==> src/rtl/rngc_pkg.sv <==
package rngc_pkg;
  // Generation phase: which cipher call is outstanding.
  typedef enum logic [1:0] {
    PH_IDLE = 2'd0,
    PH_S    = 2'd1,
    PH_R    = 2'd2,
    PH_V    = 2'd3
  } phase_e;

  localparam int unsigned NREG = 3;  // S, R, V
  localparam int unsigned IX_S = 0;
  localparam int unsigned IX_R = 1;
  localparam int unsigned IX_V = 2;
endpackage

==> src/rtl/rngc_seq.sv <==
module rngc_seq
  import rngc_pkg::*;
(
  input  logic   clk,
  input  logic   rst_n,
  input  logic   req,
  input  logic   cph_done,
  output phase_e phase,
  output logic   fire,
  output logic   ld_s,
  output logic   ld_r,
  output logic   ld_v,
  output logic   rnd_valid
);
  phase_e ph_q, ph_d;
  logic   vld_q, vld_d;

  always_comb begin
    ph_d  = ph_q;
    fire  = 1'b0;
    ld_s  = 1'b0;
    ld_r  = 1'b0;
    ld_v  = 1'b0;
    vld_d = 1'b0;
    unique case (ph_q)
      PH_IDLE: if (req) begin
        fire = 1'b1;
        ph_d = PH_S;
      end
      PH_S: if (cph_done) begin
        ld_s = 1'b1;
        fire = 1'b1;
        ph_d = PH_R;
      end
      PH_R: if (cph_done) begin
        ld_r = 1'b1;
        fire = 1'b1;
        ph_d = PH_V;
      end
      PH_V: if (cph_done) begin
        ld_v  = 1'b1;
        vld_d = 1'b1;
        ph_d  = PH_IDLE;
      end
      default: ph_d = PH_IDLE;
    endcase
  end

  always_ff @(posedge clk or negedge rst_n) begin
    if (!rst_n) begin
      ph_q  <= PH_IDLE;
      vld_q <= 1'b0;
    end else begin
      ph_q  <= ph_d;
      vld_q <= vld_d;
    end
  end

  assign phase     = ph_q;
  assign rnd_valid = vld_q;


  valid_pulse_chk: assert property (@(posedge clk) disable iff (!rst_n)
    vld_q |=> !vld_q);


  busy_no_restart_chk: assert property (@(posedge clk) disable iff (!rst_n)
    (ph_q != PH_IDLE && !cph_done) |=> (ph_q == $past(ph_q)));
endmodule

==> src/rtl/rngc_regs.sv <==
module rngc_regs
  import rngc_pkg::*;
#(
  parameter int unsigned DW = 64
) (
  input  logic          clk,
  input  logic          rst_n,
  input  phase_e        phase,
  input  logic          ld_s,
  input  logic          ld_r,
  input  logic          ld_v,
  input  logic          seed_wr,
  input  logic [DW-1:0] seed_in,
  input  logic [DW-1:0] cph_dout,
  output logic [DW-1:0] s_q,
  output logic [DW-1:0] r_q,
  output logic [DW-1:0] v_q
);
  logic [NREG-1:0] en;
  logic [DW-1:0]   d [NREG];
  logic [DW-1:0]   q [NREG];
  logic            seed_ok;

  // Seed writes are honoured only between generations.
  assign seed_ok    = seed_wr && (phase == PH_IDLE);

  always_comb begin
    en[IX_S] = ld_s;
    en[IX_R] = ld_r;
    en[IX_V] = ld_v | seed_ok;
    d[IX_S]  = cph_dout;
    d[IX_R]  = cph_dout;
    d[IX_V]  = ld_v ? cph_dout : seed_in;
  end

  for (genvar i = 0; i < NREG; i++) begin : g_reg
    always_ff @(posedge clk or negedge rst_n) begin
      if (!rst_n)     q[i] <= '0;
      else if (en[i]) q[i] <= d[i];
    end
  end

  assign s_q = q[IX_S];
  assign r_q = q[IX_R];
  assign v_q = q[IX_V];


  seed_locked_chk: assert property (@(posedge clk) disable iff (!rst_n)
    (phase != PH_IDLE && !ld_v) |=> $stable(q[IX_V]));


  s_hold_chk: assert property (@(posedge clk) disable iff (!rst_n)
    !ld_s |=> $stable(q[IX_S]));
endmodule

==> src/rtl/rngc_port.sv <==
module rngc_port
  import rngc_pkg::*;
#(
  parameter int unsigned DW = 64
) (
  input  logic          clk,
  input  logic          rst_n,
  input  phase_e        phase,
  input  logic          fire,
  input  logic [DW-1:0] tstamp,
  input  logic [DW-1:0] cph_dout,
  input  logic [DW-1:0] s_q,
  input  logic [DW-1:0] v_q,
  output logic          cph_start,
  output logic [DW-1:0] cph_din
);
  logic          start_q;
  logic [DW-1:0] din_q, din_d;

  // Operand for the call being launched, chosen by the call that just ended.
  always_comb begin
    unique case (phase)
      PH_IDLE: din_d = tstamp;
      PH_S:    din_d = cph_dout ^ v_q;
      PH_R:    din_d = s_q ^ cph_dout;
      default: din_d = din_q;
    endcase
  end

  always_ff @(posedge clk or negedge rst_n) begin
    if (!rst_n) start_q <= 1'b0;
    else        start_q <= fire;
  end

  always_ff @(posedge clk or negedge rst_n) begin
    if (!rst_n)    din_q <= '0;
    else if (fire) din_q <= din_d;
  end

  assign cph_start = start_q;
  assign cph_din   = din_q;


  start_pulse_chk: assert property (@(posedge clk) disable iff (!rst_n)
    start_q |=> !start_q);


  din_hold_chk: assert property (@(posedge clk) disable iff (!rst_n)
    !start_q |-> $stable(din_q));
endmodule

==> src/rtl/rng_recur_ctrl.sv <==
module rng_recur_ctrl
  import rngc_pkg::*;
#(
  parameter int unsigned DW = 64
) (
  input  logic          clk,
  input  logic          rst_n,
  input  logic          seed_wr,
  input  logic [DW-1:0] seed_in,
  input  logic [DW-1:0] tstamp,
  input  logic          req,
  output logic          rnd_valid,
  output logic [DW-1:0] rnd_out,
  output logic          cph_start,
  output logic [DW-1:0] cph_din,
  input  logic          cph_done,
  input  logic [DW-1:0] cph_dout
);
  phase_e        phase;
  logic          fire, ld_s, ld_r, ld_v;
  logic [DW-1:0] s_q, r_q, v_q;

  rngc_seq u_seq (
    .clk       (clk),
    .rst_n     (rst_n),
    .req       (req),
    .cph_done  (cph_done),
    .phase     (phase),
    .fire      (fire),
    .ld_s      (ld_s),
    .ld_r      (ld_r),
    .ld_v      (ld_v),
    .rnd_valid (rnd_valid)
  );

  rngc_regs #(.DW(DW)) u_regs (
    .clk      (clk),
    .rst_n    (rst_n),
    .phase    (phase),
    .ld_s     (ld_s),
    .ld_r     (ld_r),
    .ld_v     (ld_v),
    .seed_wr  (seed_wr),
    .seed_in  (seed_in),
    .cph_dout (cph_dout),
    .s_q      (s_q),
    .r_q      (r_q),
    .v_q      (v_q)
  );

  rngc_port #(.DW(DW)) u_port (
    .clk       (clk),
    .rst_n     (rst_n),
    .phase     (phase),
    .fire      (fire),
    .tstamp    (tstamp),
    .cph_dout  (cph_dout),
    .s_q       (s_q),
    .v_q       (v_q),
    .cph_start (cph_start),
    .cph_din   (cph_din)
  );

  assign rnd_out = r_q;


  valid_after_done_chk: assert property (@(posedge clk) disable iff (!rst_n)
    rnd_valid |-> $past(cph_done));


  one_outstanding_chk: assert property (@(posedge clk) disable iff (!rst_n)
    cph_start |=> !cph_start);
endmodule

==> config.mk <==
export PLATFORM = sky130hd
export DESIGN_NAME = rng_recur_ctrl
export DESIGN_NICKNAME = d
export VERILOG_FILES = /design/src/rtl/rngc_pkg.sv /design/src/rtl/rngc_seq.sv /design/src/rtl/rngc_regs.sv /design/src/rtl/rngc_port.sv /design/src/rtl/rng_recur_ctrl.sv
export SDC_FILE = /design/constraint.sdc
export NUM_CORES = 1
export LEC_CHECK = 0
export BUFFER_PORTS_ARGS = -buffer_cell sky130_fd_sc_hd__buf_4
export CAP_MARGIN = 20
export CELL_PAD_IN_SITES_DETAIL_PLACEMENT = 1
export CELL_PAD_IN_SITES_GLOBAL_PLACEMENT = 1
export CORE_ASPECT_RATIO = 1.5
export CORE_MARGIN = 2
export CORE_UTILIZATION = 40
export DETAILED_ROUTE_END_ITERATION = 12
export HOLD_SLACK_MARGIN = 0.08
export PLACE_DENSITY_LB_ADDON = 0.3
export SYNTH_ARGS = -nofsm -noshare
export SYNTH_HDL_FRONTEND = slang
export SYNTH_SLANG_ARGS = --single-unit
==> constraint.sdc <==
create_clock -name clk -period 2.75 [get_ports clk]
set_input_delay 0.825 -clock clk [delete_from_list [all_inputs] [get_ports clk]]
set_output_delay 0.825 -clock clk [all_outputs]
set_load 0.05 [all_outputs]
**Yosys cells after proc, flatten, opt, wreduce, memory -nomap -nowiden**

Index checks and enable logic that the tools add are counted.

- Register bits: 260
- Input port bits: 197
- Output and inout bits: 130
- Word-level logic and storage cells: 36

- Equal/unequal tests: 7
- Mux-type cells: 13
- Bitwise gates (word level): 3
- Reductions and logical operators: 6

Operators by type and width:

| kind | number |
|---|---|
| 64-bit one-hot mux with 3 select lines | 1 |
| 64-bit bitwise XOR | 2 |
| 64-bit two-way mux | 1 |
| 2-bit two-way mux | 4 |
| 2-bit != test (second input constant) | 4 |
| 2-bit one-hot mux with 4 select lines | 1 |
| 1-bit two-way mux | 5 |
| 2-bit equality test (second input constant) | 2 |
| 4-bit AND reduction | 1 |
| 3-bit nonzero test | 1 |
| 2-bit by 1-bit equality test with 1-bit output (second input constant) | 1 |
| 2-bit logical NOT | 1 |
| 1-bit one-hot mux with 2 select lines | 1 |
| 2-bit AND reduction | 1 |
| 2-bit OR reduction | 1 |
| 1-bit logical AND | 1 |
| 1-bit bitwise OR | 1 |

**Longest topological paths before layout**

- Word-level depth: 4
- Mapped depth: 7

**Hierarchy**

A second synthesis with hierarchy kept.

- Cell total of the unflattened synthesis: 1064
- Area, all modules: 13634.3 sq um

By module, submodules not included:

| module | instances | cells an instance | area each (sq um) | sequential area each (sq um) |
|---|---|---|---|---|
| rngc_regs | 1 | 477 | 8099.0 | 4804.6 |
| rngc_port | 1 | 566 | 5303.8 | 1626.6 |
| rngc_seq | 1 | 21 | 231.5 | 75.1 |

**Least setup slack after synthesis**

Ideal clock, no wire load.

- Kind: register to register
- Start point: register u_seq.ph_q[0], in the netlist u_seq.phase[0]
- End point: register u_port.din_q[14], in the netlist u_port.cph_din[14]
- Setup time: 0.126 ns
- Arrival time: 1.777 ns
- Slack: 0.847 ns
- Cell stages (with the launch flop): 8
- Period minus slack after synthesis: 1.903 ns
- Cell sequence: dfrtp_1 -> inv_1 -> ha_1 -> buf_2 -> buf_2 -> mux2i_1 -> xnor2_1 -> a221o_1

- Longest elaborated chain between the ends: 4
- Elaborated cells between the ends (all ways): 8
- Classes of those cells: eq/ne (2); mux (2); reduce/logical (4)

RTL lines:

| item | RTL line | text |
|---|---|---|
| start: declaration | rngc_seq.sv:15 | `phase_e ph_q, ph_d;` |
| start signal: assignment | rngc_seq.sv:54 | `ph_q <= ph_d;` |
| 2-bit by 1-bit equality test with 1-bit output or 2-bit equality test (tied branches) | rngc_seq.sv:25, rngc_port.sv:22 |  |
| 2-bit OR reduction (no line) | - |  |
| 1-bit one-hot mux with 2 select lines | rngc_seq.sv:25 | `unique case (ph_q)` |
| 2-bit AND reduction (no line) | - |  |
| end signal: assignment | rngc_port.sv:37 | `else if (fire) din_q <= din_d;` |
| end: declaration | rngc_port.sv:18 | `logic [DW-1:0] din_q, din_d;` |

Several ways; a longest one is shown, not always the timed one.
A chain may end at the register's enable or synchronous reset.

**Final worst setup path**

- Start point: register u_seq.ph_q[0], in the netlist u_seq.phase[0]
- End point: register u_port.din_q[40], in the netlist u_port.cph_din[40]

Same word-level chain as after synthesis.

==> results_dict.tcl <==
set metrics [dict create \
    outcome "completed" \
    rsz0062_at_grt "false" \
    arrival_ps 2790 \
    p_leak_uw 0.00746 \
    die_area_um2 31600 \
    tns_ps 0 \
    routed_wl_mm 37.2 \
    ys_top_cells_by_count "dfrtp_1, mux2_2, mux2i_1, nand2_1" \
    yosysTopAreaCell "dfrtp_1" \
    layout.cells.non_filler 1661 \
    syn_nets 1137 \
    place_inst 1610 \
    boundaryPins 327 \
    avgSynthCellArea_um2 12.9 \
    ir_worst_vdd_mv 0.857 \
    finalClockSkew_ps 8.07 \
    first_iter_violations 278 \
    ys_seq_area_share_pct 53.9 \
    critPathRequiredTime_ps 3170 \
    rows 77 \
    die_w_um 146 \
    numCtsBuffers 27 \
    overflow 0 \
    cts_setup_buffers 0 \
    start_kind "flop" \
    drv_slew 0 \
    antenna_left 0 \
    num_vias 9095 \
    synth_xor_area_share_pct 4.65 \
    worst_slew_pin_slew_ps 580 \
    grt_pass1_vias 10071 \
    cts_hold_buf 0 \
    maxSlewHeadroom_pct 61.3 \
    synth.top_cell.area_share_pct 53.9 \
    synth_top_family_by_area "multiplexers" \
    setup_viol 0 \
    die_h_um 217 \
    crit_type "reg -> reg" \
    yosys_most_used_dff "dfrtp_1" \
    finalCritPeriodShare_pct 86.4 \
    cts_tree "yes" \
    core_region_area_um2 29600 \
    grt_use_total_pct 23.3 \
    clkSlewWorstSetupHoldPaths_ps 60 \
    synth-edff-count 0 \
    synthMuxAreaShare_pct 22.7 \
    period_minus_slack_ps 2380 \
    synth-async-reset-ratio_pct 100 \
    vias_per_cell 5.48 \
    grt_max_degree 67 \
    portBuffers 326 \
    synth_area_um2 12100 \
    cts_root_buf "clkbuf_16" \
    postCtsResizedCells 0 \
    firstDrtPassIters 6 \
    synth_cell_types 20 \
    wl_per_cell_um 22.4 \
    gp_congestion 0.796 \
    synth_cells 933 \
    drc 0 \
    synth-seq-cells 260 \
    clkSinkCount 260 \
    antenna_found_initial 3 \
    finalHoldViolCount 0 \
    synth_fa_ha_area_share_pct 0.726 \
    synthSimpleGateAreaFrac_pct 6.97 \
    clk_path_buf_depth 3 \
    grt_pass1_wl_mm 57.9 \
    end_kind "flop" \
    clkLatencyLatePin_ps 540 \
    cap_violations 0 \
    drive_gt1_share_pct 42.7 \
    yosysMostFrequentCell "dfrtp_1" \
    layout.nets 1448 \
    timing.fmax_ghz 0.421 \
    htree_levels 1 \
    start_util_pct 40.8 \
    area_growth_pct 33.5 \
    synthTopCellsByArea "dfrtp_1, mux2_2, mux2i_1" \
    ys_warn_count 0 \
    power_density_nw_per_um2 1470 \
    dp_hpwl_mm 25.0 \
    cp_max_fo 43 \
    hp-class "in -> async" \
    synth-compound-area-share_pct 8.08 \
]
==> logic make-up after synthesis <==
| group | Yosys count |
|---|---|
| adders and majority gates | 7 |
| and+or+nand+nor | 136 |
| xor gates and xnor gates | 64 |
| muxes | 258 |
| AOI/OAI and AO/OA | 130 |
| DFF | 260 |
| buffers and inverters | 78 |
==> final timing paths <==
path	from	end	slack, ps	depth (start not counted)
min in group clk	u_regs.s_q[58]	u_regs.s_q[58]	500	1
hold reg to reg	u_regs.s_q[58]	u_regs.s_q[58]	500	1
max in group asynchronous	rst_n	u_regs.s_q[12]	1800	2
hold / removal	rst_n	u_regs.r_q[61]	230	1
setup / recovery	u_seq.phase[0]	u_port.cph_din[40]	370	6
setup reg to reg	u_seq.phase[0]	u_port.cph_din[40]	370	6
==> through the flow <==
stage | hold slack [ps] | worst slack [ps] | utilization (%) | total power, µW | area (µm²)
floorplan | 479 | 847 | - | 15700 | 12100
global placement | 487 | 492 | 51.2 | 19300 | 15100
detailed placement | 494 | 361 | 51.2 | 19700 | 15100
CTS | 234 | 370 | 54.4 | 23800 | 16100
global route | 245 | 252 | 54.4 | 24900 | 16100
finish | 229 | 374 | 54.4 | 23600 | 16100
==> sequential cells by signal, indices dropped and copies added, names as in the netlist <==
signal            cells
u_port.cph_din       64
u_regs.r_q           64
u_regs.s_q           64
u_regs.v_q           64
u_seq.phase           2
u_port.cph_start      1
u_seq.rnd_valid       1
==> cell usage in the layout (no fill, tap or decap) <==
master	count
buf_4	341
dfrtp_1	260
mux2_2	129
mux2i_1	129
nand2_1	64
o21ai_0	64
xnor2_1	64
nor4b_1	64
a221o_1	64
clkbuf_16	27
buf_12	14
clkbuf_8	10
inv_1	4
ha_1	4
bufinv_16	4
clkinv_2	4
clkbuf_1	4
nand2_4	3
diode_2	2
ha_2	2
and2_4	1
a22oi_2	1
or2_2	1
nor3b_2	1
nor2_1	1
nor3_1	1
o22ai_1	1
ha_4	1
buf_8	1
==> routing by layer <==
layer / track usage [%] / vias to the layer above / wire length (µm)
met4: 8.95 / 2 / 1350
li1: - / 4058 / -
met2: 43.3 / 262 / 19900
met3: 4.46 / 67 / 1870
met5: 0 / - / 13
met1: 26.2 / 4706 / 14100
==> power breakdown <==
part	leakage, µW	switching, µW	internal, µW	total [µW]
combinational	0.00383	7790	4970	12800
clock	0.000482	1540	2440	3980
sequential	0.00314	1070	5810	6870
==> cell type report <==
cell class	count	area [µm²]
inverters	4	15.0
well taps	395	494
clock buffers	41	828
clock inverters	8	140
diodes	2	5.00
fillers	3082	13500
repair buffers	356	2860
flip-flops and latches	260	6510
multi-input cells	595	5260
==> critical path, stage by stage, from the launching register on <==
cell and delay [ps]:
dfrtp_1 420, inv_1 220, ha_2 360, a22oi_2 260
buf_4 540, nor4b_1 120, a221o_1 300
(Power assumes the default switching activity.)
